File: config.mk
export PLATFORM = sky130hd
export DESIGN_NAME = dma_cycle_guard
export DESIGN_NICKNAME = d
export VERILOG_FILES = /design/src/rtl/dma_cycle_guard.sv
export SDC_FILE = /design/constraint.sdc
export NUM_CORES = 1
export LEC_CHECK = 0
export ABC_AREA = 1
export ABC_CLOCK_PERIOD_IN_PS = 2400
export BUFFER_PORTS_ARGS = -buffer_cell sky130_fd_sc_hd__buf_2
export CELL_PAD_IN_SITES_DETAIL_PLACEMENT = 0
export CELL_PAD_IN_SITES_GLOBAL_PLACEMENT = 2
export CORE_MARGIN = 2
export CORE_UTILIZATION = 33
export CTS_CLUSTER_SIZE = 30
export DETAILED_ROUTE_END_ITERATION = 12
export GPL_TIMING_DRIVEN = 1
export PLACE_DENSITY_LB_ADDON = 0.1
export SYNTH_ARGS = -nofsm -noshare
export SYNTH_HDL_FRONTEND = slang
export SYNTH_SLANG_ARGS = --single-unit
File: constraint.sdc
create_clock -name clk -period 2.4 [get_ports clk]
set_input_delay 0.12 -clock clk [delete_from_list [all_inputs] [get_ports clk]]
set_output_delay 0.12 -clock clk [all_outputs]
set_load 0.005 [all_outputs]
File: src/rtl/dma_cycle_guard.sv
module dma_cycle_guard #(
  parameter int TIMEOUT_CYCLES = 128
) (
  input  logic clk,
  input  logic rst_n,
  input  logic dma_req,
  input  logic addr_en,
  input  logic reply,
  input  logic par_hi,
  input  logic par_lo,
  input  logic din_strobe,
  output logic dma_err,
  output logic dma_done,
  output logic retry_req,
  output logic host_err
);

  localparam int CW = (TIMEOUT_CYCLES > 2) ? $clog2(TIMEOUT_CYCLES) : 1;
  localparam logic [CW-1:0] LAST = CW'(TIMEOUT_CYCLES - 1);

  logic          aen_q, rpl_q, din_q;
  logic [1:0]    par_q;
  logic          run;
  logic [CW-1:0] cnt;
  logic          err, tried, done, retry, host;

  wire aen_fall = aen_q & ~addr_en;
  wire rpl_fall = rpl_q & ~reply;
  wire din_fall = din_q & ~din_strobe;
  wire expire   = run & ~reply & (cnt == LAST);
  wire par_bad  = rpl_fall & (&par_q);
  wire err_eff  = ~dma_req & (err | expire | par_bad);

  always_ff @(posedge clk) begin
    if (!rst_n) begin
      aen_q <= 1'b0;
      rpl_q <= 1'b0;
      din_q <= 1'b0;
      par_q <= 2'b00;
      run   <= 1'b0;
      cnt   <= '0;
      err   <= 1'b0;
      tried <= 1'b0;
      done  <= 1'b0;
      retry <= 1'b0;
      host  <= 1'b0;
    end else begin
      aen_q <= addr_en;
      rpl_q <= reply;
      din_q <= din_strobe;
      par_q <= {par_hi, par_lo};

      if (aen_fall) begin
        run <= 1'b1;
        cnt <= '0;
      end else if (run) begin
        if (reply || expire) begin
          run <= 1'b0;
          cnt <= '0;
        end else begin
          cnt <= cnt + 1'b1;
        end
      end

      err   <= err_eff;
      done  <= din_fall;
      retry <= din_fall & err_eff & ~tried;
      if (din_fall) tried <= err_eff & ~tried;

      if (dma_req)                           host <= 1'b0;
      else if (din_fall && err_eff && tried) host <= 1'b1;
    end
  end

  assign dma_err   = err;
  assign dma_done  = done;
  assign retry_req = retry;
  assign host_err  = host;

endmodule


Word level (Yosys, flattened, before mapping)
Index checks and enable logic that the tools add are counted.
Operators by class
  add/subtract/negate cells: 1
  equal/unequal tests: 1
  mux-type cells: 4
  bitwise gates (word level): 18
  reductions and logical operators: 6
Operators by type and width (count)
  $and A1 B1 Y1: 10
  $add A7 B1 Y7 const B: 1
  $eq A7 B7 Y1 const B: 1
  $mux W7: 1
  $not A1 Y1: 6
  $reduce_or A2 Y1: 2
  $mux W1: 3
  $logic_and A1 B1 Y1: 2
  $or A1 B1 Y1: 2
  $reduce_and A2 Y1: 1
  $logic_or A1 B1 Y1: 1
Word-level totals
  bits in registers: 18
  bits of input ports: 8
  logic and storage cells: 41

Logic depth before layout (Yosys ltp)
Gate-level depths: netlist of the first run.
  word-level depth: 8
  mapped depth: 8
  depth with buffers taken out: 8

Least setup slack after synthesis of the first run
OpenSTA, ideal clock, no wires.
  kind: flip-flop to flip-flop
  from: register cnt[0]
  to: register cnt[0]
  library setup time: 115 ps
  arrival time: 1044 ps
  data required time: 2285 ps
  setup slack: 1241 ps
  cell stages (with the launch flop): 8
  buffers on the path: 0
  clock period less this slack: 1159 ps
  path through: dfxtp_1 > ha_1 > nand3_2 > inv_2 > nand2_2 > nand2_4 > inv_2 > o21a_1
Between the ends
  longest elaborated chain between the ends: 4
RTL lines
  start, declared: RTL line 24  | logic [CW-1:0] cnt;
  start signal, assigned: RTL line 61  | cnt <= cnt + 1'b1;
  parallel branches: the longest is 3 deep, another holds $add A7 B1 Y7
  $mux W7 (*): RTL line 57  | if (reply || expire) begin
Mark *: on every way between the ends.
A chain may end at the register's enable or synchronous reset.

Worst setup path in the final report of the first run
Same ends and word-level chain as after synthesis.

==> results of run 1 <==
[worst reg2reg max path: stages, from the launching register on]
cell,delay [ps]
dfxtp_1,400
ha_1,230
nand3_2,120
inv_2,90
nand2_2,70
nand2_4,90
inv_2,50
o21a_1,160
[sequential cells by signal (all words and copies together) (netlist names)]
| name | count |
|---|---|
| dma_done | 1 |
| retry_req | 1 |
| din_q | 1 |
| host_err | 1 |
| par_q | 2 |
| dma_err | 1 |
| run | 1 |
| tried | 1 |
| rpl_q | 1 |
| aen_q | 1 |
| cnt | 7 |
[cell families (layout without fill, tap and decap cells)]
logic type | after synthesis | count (layout)
XOR/XNOR | 2 | 2
AO/OA/AOI/OAI | 13 | 13
flip-flops | 18 | 18
adder cells (fa/ha/maj) | 1 | 1
AND/OR/NAND/NOR | 47 | 47
buffers and inverters | 19 | 37
[per-stage QoR]
step	power, µW	utilization, %
finish	530	42.1
CTS	538	41.7
global route	566	42.1
global placement	343	38.7
detailed placement	343	38.7
floorplan	332	-
[routing by layer]
layer  vias to the layer above  routed length, µm
met1                       262                756
met4                         0                 14
met2                         9                588
li1                        345                  -
met3                         2                 47
met5                         -                  0
[cells in the mapped netlist (all sizes together)]
| cell type | number |
|---|---|
| o21a | 1 |
| o21ai | 3 |
| or2 | 2 |
| nand3 | 7 |
| ha | 1 |
| dfxtp | 18 |
| nor2 | 9 |
| a21oi | 9 |
| buf | 1 |
| xnor2 | 2 |
| nand2 | 28 |
| nand3b | 1 |
| inv | 18 |
[repair_timing]
action	in CTS	in global routing
buffers inserted	0	0
hold buffers	3	1
endpoints found under the hold margin	3	1
[report_power, final]
part / leakage (µW) / internal [µW] / switching, µW / total [µW]
logic: 0.000271 / 15.1 / 19.3 / 34.4
clock network: 0.0000210 / 92.4 / 96.7 / 189
registers: 0.000147 / 305 / 2.07 / 307
[how the worst min path moves through the flow]
stage | endpoint | slack [ps] | depth (start not counted)
6_report | rpl_q | 80 | 3
2_1_floorplan | aen_q | 210 | 2
5_1_grt | rpl_q | 60 | 3
3_3_place_gp | par_q[1] | 300 | 3
4_1_cts | din_q | 3 | 3
3_5_place_dp | par_q[1] | 300 | 3
[final cells by class]
class,instances,area [µm²]
fillers,242,1290
flip-flops and latches,18,360
multi-input cells,63,347
repair buffers,15,95.1
inverters,18,67.6
clock buffers,4,36.3
well taps,28,35.0
[cells in the final DEF, fill, tap and decap left out, types with 3 or more instances in the layout]
cell and count:
nand2_1 23, inv_1 14, a21oi_1 8, nand3_1 4, dlygate4sd3_1 4, buf_2 11, clkbuf_4 3, dfxtp_1 18
nand2_2 4, nand3_2 3, inv_2 4, nor2_1 7
==> run_results.csv, run 1 <==
group,metric,value,unit
critical_path,crit_buf_inv,2,
cts,tritoncts,"done",
critical_path,slowest_stage,"dfxtp_1",
routing,wl_per_cell,9.63,µm
critical_path,rr_endpoint,"cnt[0]",
critical_path,setup.worst_path.start_class,"flip-flop",
synthesis,synth.avg_cell_area,7.82,µm²
critical_path,crit_cells,7,
timing,hold_viol,0,
die,io_pins,12,
run,cap_violations,0,
synthesis,synth_top_family_by_area,"simple AND/OR/NAND/NOR gates",
synthesis,synth_compound_area_share,9.60,%
cts,postCtsResizedCells,0,
timing,hold_slack,77.6,ps
layout,syn_to_final_growth,20.3,%
place,dp.cells,138,
timing,rsz0062_at_grt,"false",
die,dieWidth,52.7,µm
cts,cts.htree.levels,1,
timing,worst_clock_skew,0.829,ps
critical_path,crit_top_cell,"inv_2",
synthesis,synth_nets,109,
synthesis,netlist_area,782,µm²
cts,numCtsBuffers,3,
timing,fmax,770,MHz
global_route,grtUsageMet1,18.2,%
place,numPortBuffers,11,
global_route,grt_overflow_total,0,
routing,viasPerCell,4.23,
hold_path,min_from,"reply",
cts,cts.clk_slew.worst_paths,110,ps
synthesis,ys_seq_area_share,46.1,%
synthesis,post-synth-top-area-cell,"dfxtp_1",
status,status,"complete, no violations",
timing,fin_crit,1300,ps
place,hpwl,1.05,mm
routing,firstDrtPassIters,4,
layout,diodes,0,
synthesis,synth.distinct_cells,20,
critical_path,critical_path_class,"reg -> reg",
timing,relSlewSlack,86.0,%
critical_path,endpoint,"cnt[0]",
power_and_ir_drop,cellPowerDensity,564,nW/µm²
timing,setup_viol,0,
synthesis,synth_xor_area_share,2.24,%
critical_path,r2r_cells,7,
routing,drt-total-wl,1.41,mm
critical_path,r2r-start,"cnt[0]",
synthesis,yosysWarnings,0,
die,coreArea,2230,µm²
global_route,grt_max_degree,11,
critical_path,worstPathMaxFanout,4,
synthesis,yosysTopAreaCellShare,46.1,%
cts,cts_buffer_depth,2,
timing,tightest_slew,209,ps
cts,clock-sinks,18,
critical_path,cp_cell_sequence,"ha_1 > nand3_2 > inv_2 > nand2_2 > nand2_4 > inv_2 > o21a_1",
critical_path,cp_slowest_stage_delay,400,ps
place,placed_cell_area,865,µm²
place,gp_congestion,0.723,
place,pre_cts_ws,1130,ps
global_route,gr-usage-met2,17.5,%
critical_path,cp.arrival,1500,ps
synthesis,synth_mux_area_share,0,%
global_route,track_usage,13.0,%
die,num_rows,17,
critical_path,r2r_slack,1100,ps
synthesis,ys_ff_latch,18,
synthesis,synthTopCellsByArea,"dfxtp_1 (46%), nand2_1 (11%), inv_1 (6.7%)",
layout,final_cells,146,
die,initial_core_util,35.0,%
power_and_ir_drop,p_leak,0.000439,µW
critical_path,critPathLaunch,"cnt[0]",
layout,nets,128,
hold_path,min_path_type,"in -> reg",
routing,ant_nets,0,
global_route,met3_usage,3.43,%
routing,num_vias,618,
timing,slew_violations,0,
global_route,grt_first_pass_wirelength,2.52,mm
critical_path,crit_family,"flip-flops",
timing,setup_tns,0,ps
routing,drc,0,
die,die_h,52.7,µm
cts,clk_latency,290,ps
synthesis,yosys.area_share.simple,30.9,%
synthesis,synthAdderAreaFrac,1.60,%
layout,final_area,941,µm²
critical_path,cp-end-kind,"flip-flop",
cts,root_buffer,"clkbuf_4",
layout,drive_gt1_share,28.0,%
synthesis,synthesis.instances,100,
routing,drtIter0Drc,7,
global_route,antenna_found_initial,0,
global_route,grt_busiest_layer,"met1",
die,die_area,2780,µm²
global_route,grt_pass1_vias,542,
power_and_ir_drop,max-vdd-ir-drop,0.270,mV
timing,worst_slack,1100,ps
timing,fin_crit_sh,54.1,%
critical_path,worstPathRequired,2600,ps
Note: power is estimated with default switching activity, not from simulation.
==> run 2: changes to the inputs <==
ABC_CLOCK_PERIOD_IN_PS = 1300   (was 2400)
CORE_UTILIZATION = 30   (was 33)
clock period = 1.3 ns   (was 2.4 ns; I/O delays follow)
==> run_results.csv, run 2 (synthesized netlist as in run 1, its figures left out) <==
group,metric,value,unit
place,hpwl,1.09,mm
die,io_pins,12,
status,status,"complete, no violations",
power_and_ir_drop,finalPower,987,µW
place,numPortBuffers,11,
timing,fin_crit,1190,ps
routing,drtIter0Drc,14,
power_and_ir_drop,p_leak,0.000442,µW
critical_path,cp-end-kind,"flip-flop",
layout,most-common-layout-cells,"nand2_1 (23), dfxtp_1 (16), inv_1 (14), buf_2 (11), a21oi_1 (8)",
timing,setup_viol,0,
die,num_rows,18,
routing,wl_met2,580,µm
global_route,antenna_found_initial,0,
timing,fmax,841,MHz
run,cap_violations,0,
cts,root_buffer,"clkbuf_4",
timing,fin_crit_sh,91.5,%
layout,final_common_cell,"nand2_1",
power_and_ir_drop,switching_power,225,µW
die,die_h,55.1,µm
timing,rsz0062_at_grt,"false",
timing,relSlewSlack,85.0,%
place,gp_congestion,0.692,
critical_path,cp.arrival,1390,ps
timing,hold_slack,18.0,ps
global_route,track_usage,11.5,%
critical_path,setup.worst_path.start_class,"flip-flop",
routing,wl_met3,49,µm
power_and_ir_drop,p_int,762,µW
global_route,grt_first_pass_wirelength,2.43,mm
cts,clk_latency,290,ps
power_and_ir_drop,seqPwrFrac,57.4,%
routing,num_vias,618,
cts,clock-sinks,18,
power_and_ir_drop,pwr-share-comb,6.6,%
routing,top_layer,"met4",
power_and_ir_drop,cellPowerDensity,1020,nW/µm²
routing,wl_per_cell,9.94,µm
die,dieWidth,55.1,µm
power_and_ir_drop,max-vdd-ir-drop,0.649,mV
layout,drive_gt1_share,31.1,%
layout,syn_to_final_growth,23.5,%
place,placed_cell_area,867,µm²
die,coreArea,2480,µm²
routing,viasPerCell,4.15,
routing,drt-total-wl,1.48,mm
cts,cts_buffer_depth,2,
layout,final_util,39.0,%
cts,tritoncts,"done",
timing,setup_tns,0,ps
cts,cts.htree.levels,1,
global_route,grt_pass1_vias,533,
die,die_area,3030,µm²
routing,drc,0,
global_route,grt_max_degree,11,
layout,largest_reg_flops,7,
timing,worst_clock_skew,2.91,ps
layout,diodes,0,
timing,tightest_slew,224,ps
layout,reg_top3,"cnt (7), par_q (2)",
power_and_ir_drop,swShare,22.8,%
hold_path,min_path_type,"in -> reg",
cts,numCtsBuffers,3,
timing,slew_violations,0,
routing,firstDrtPassIters,5,
global_route,grt_overflow_total,0,
critical_path,critical_path_class,"reg -> reg",
critical_path,worstPathRequired,1500,ps
layout,nets,129,
routing,ant_nets,0,
routing,met1_length,838,µm
critical_path,worstPathMaxFanout,4,
layout,final_area,966,µm²
timing,hold_viol,0,
layout,largest-register,"cnt",
cts,cts.clk_slew.worst_paths,110,ps
die,initial_core_util,31.6,%
power_and_ir_drop,pwr-share-clk,36.0,%
-- run 2: cell types whose count changed in the layout (fill, tap and decap cells not counted), sizes merged --
cell  change
buf       +1
-- run 2: path summary, 6_finish.rpt --
check / slack [ps] / endpoint / cells past startpoint / from
worst min register to register: 470 / cnt[6] / 2 / cnt[6]
worst min-delay path: 20 / rpl_q / 3 / reply
worst max register to register: 110 / cnt[0] / 7 / cnt[0]
worst max-delay path: 110 / cnt[0] / 7 / cnt[0]
-- run 2: what timing repair did --
item / CTS / global route
hold buffers: 4 / 0
endpoints found under the hold margin: 4 / 0
endpoints found under the setup margin: 0 / 9
resized for setup: 0 / 4
buffers inserted: 0 / 1
-- run 2: layout make-up --
| type | count | area (µm²) |
|---|---|---|
| Tap cell | 30 | 37.5 |
| Fill cell | 262 | 1510 |
| Sequential cell | 18 | 363 |
| Clock buffer | 4 | 36.3 |
| Multi-Input combinational cell | 63 | 359 |
| Timing Repair Buffer | 16 | 103 |
| Inverter | 18 | 67.6 |
-- run 2: metal layers --
| metal | vias up | global-route usage [%] |
|---|---|---|
| li1 | 346 | - |
| met3 | 2 | 2.42 |
| met1 | 261 | 17.9 |
| met5 | - | 0 |
| met2 | 9 | 14.3 |
| met4 | 0 | 6.10 |
-- run 2: metrics by stage --
step	worst slack [ps]	cells
3_5_place_dp	27.3	140
6_report	111	149
5_1_grt	32.8	149
2_1_floorplan	141	100
4_1_cts	9.85	148
3_3_place_gp	71.1	140
-- run 2: power by group through the flow --
stage	combinational, µW	clock [µW]	sequential, µW
after global routing	74.4	386	568
after CTS	64.9	368	566
after detailed placement	55.4	0	579
after global placement	55.1	0	579
after floorplan	34.3	0	578
final	65.4	355	566
-- run 2: worst max-delay path: stages (launching register included) --
cell,delay (ps)
dfxtp_2,380
ha_4,150
nand3_2,110
inv_2,90
nand2_2,80
nand2_4,90
inv_2,50
o21a_1,150
==> run 3: changes to the inputs <==
CELL_PAD_IN_SITES_DETAIL_PLACEMENT = 1   (was 0)
CELL_PAD_IN_SITES_GLOBAL_PLACEMENT = 1   (was 2)
CORE_UTILIZATION = 39   (was 30)
==> run_results.csv, run 3 (synthesized netlist as in run 1, its figures left out) <==
group,metric,value,unit
critical_path,worstPathMaxFanout,4,
layout,reg_top3,"cnt (7), par_q (2)",
cts,clk_latency,300,ps
routing,ant_nets,0,
timing,fin_crit_sh,91.4,%
place,pre_cts_ws,16.2,ps
cts,clock-sinks,18,
cts,numCtsBuffers,3,
timing,hold_slack,14.1,ps
layout,nets,128,
cts,cts_buffer_depth,2,
routing,num_vias,642,
timing,worst_clock_skew,6.09,ps
routing,viasPerCell,4.43,
global_route,grt_overflow_total,0,
layout,diodes,0,
die,die_h,48.8,µm
run,cap_violations,0,
routing,drt-total-wl,1.63,mm
hold_path,min_path_type,"in -> reg",
global_route,track_usage,15.2,%
critical_path,cp-end-kind,"flip-flop",
die,num_rows,16,
place,hpwl,1.16,mm
timing,fmax,842,MHz
layout,final_common_cell,"nand2_1",
layout,largest-register,"cnt",
timing,worst_slack,112,ps
routing,drc,0,
timing,setup_viol,0,
timing,hold_viol,0,
timing,tightest_slew,212,ps
place,gp_congestion,0.817,
global_route,grt_pass1_vias,647,
die,coreArea,1920,µm²
critical_path,setup.worst_path.start_class,"flip-flop",
timing,relSlewSlack,85.8,%
critical_path,cp.arrival,1450,ps
cts,cts.clk_slew.worst_paths,110,ps
critical_path,critical_path_class,"reg -> reg",
power_and_ir_drop,max-vdd-ir-drop,0.575,mV
timing,slew_violations,0,
global_route,grt_max_degree,11,
timing,fin_crit,1190,ps
routing,wl_per_cell,11.2,µm
critical_path,worstPathRequired,1560,ps
cts,tritoncts,"done",
layout,drive_gt1_share,30.5,%
cts,root_buffer,"clkbuf_4",
place,numPortBuffers,11,
layout,most-common-layout-cells,"nand2_1 (23), dfxtp_1 (16), inv_1 (14), buf_2 (11), a21oi_1 (8)",
die,io_pins,12,
routing,firstDrtPassIters,4,
cts,cts.htree.levels,1,
die,initial_core_util,40.7,%
layout,largest_reg_flops,7,
power_and_ir_drop,p_leak,0.000437,µW
global_route,antenna_found_initial,0,
die,die_area,2380,µm²
status,status,"complete, no violations",
layout,syn_to_final_growth,23.4,%
routing,drtIter0Drc,6,
global_route,grt_first_pass_wirelength,2.76,mm
die,dieWidth,48.8,µm
power_and_ir_drop,cellPowerDensity,1020,nW/µm²
## run 3: layout make-up
cell class	instances	area [µm²]
clock buffer	4	36.3
tap	27	33.8
timing repair buffer	15	95.1
fill	252	957
multi-input combinational	63	367
sequential	18	365
inverter	18	67.6
## run 3: path summary, 6_finish.rpt
| kind | cells past startpoint | slack (ps) | end | from |
|---|---|---|---|---|
| setup / recovery | 8 | 110 | cnt[2] | cnt[0] |
| hold / removal | 3 | 10 | rpl_q | reply |
| setup reg to reg | 8 | 110 | cnt[2] | cnt[0] |
| hold reg to reg | 2 | 460 | host_err | host_err |
## run 3: timing repair
item	CTS	global route
gates resized for setup	1	5
endpoints found under the hold margin	4	0
setup endpoints to repair	1	5
buffers inserted	0	0
hold buffers	4	0
## run 3: worst max-delay path, cell delays in order (launching register included)
cell     delay (ps)
dfxtp_4         380
ha_4            170
nand3_4          90
inv_2            50
nand2_2          90
nand2_4          70
o21ai_0         160
nand2_1          80
inv_1            50
## run 3: power breakdown
part           switching (µW)  leakage (µW)  total [µW]  internal (µW)
sequential               4.31      0.000148         565            561
combinational            35.8      0.000269        64.1           28.3
clock                     185     0.0000210         356            171
## run 3: metal layers
metal  GRT usage, %  part of all wire (%)  up-vias
met5              0                     0        -
li1               -                     -      341
met3           3.99                   3.6        3
met2           22.8                    48       11
met1           19.7                    46      287
met4           8.57                   1.4        0
## run 3: stage by stage
step	power (µW)	setup TNS [ps]	utilization [%]	cell area, µm²	std cells
2_1_floorplan	612	0	-	782	100
3_3_place_gp	632	0	44.9	863	137
3_5_place_dp	634	0	44.9	863	137
4_1_cts	1000	0	49.0	941	145
5_1_grt	1030	-35.5	50.2	965	145
6_report	985	0	50.2	965	145
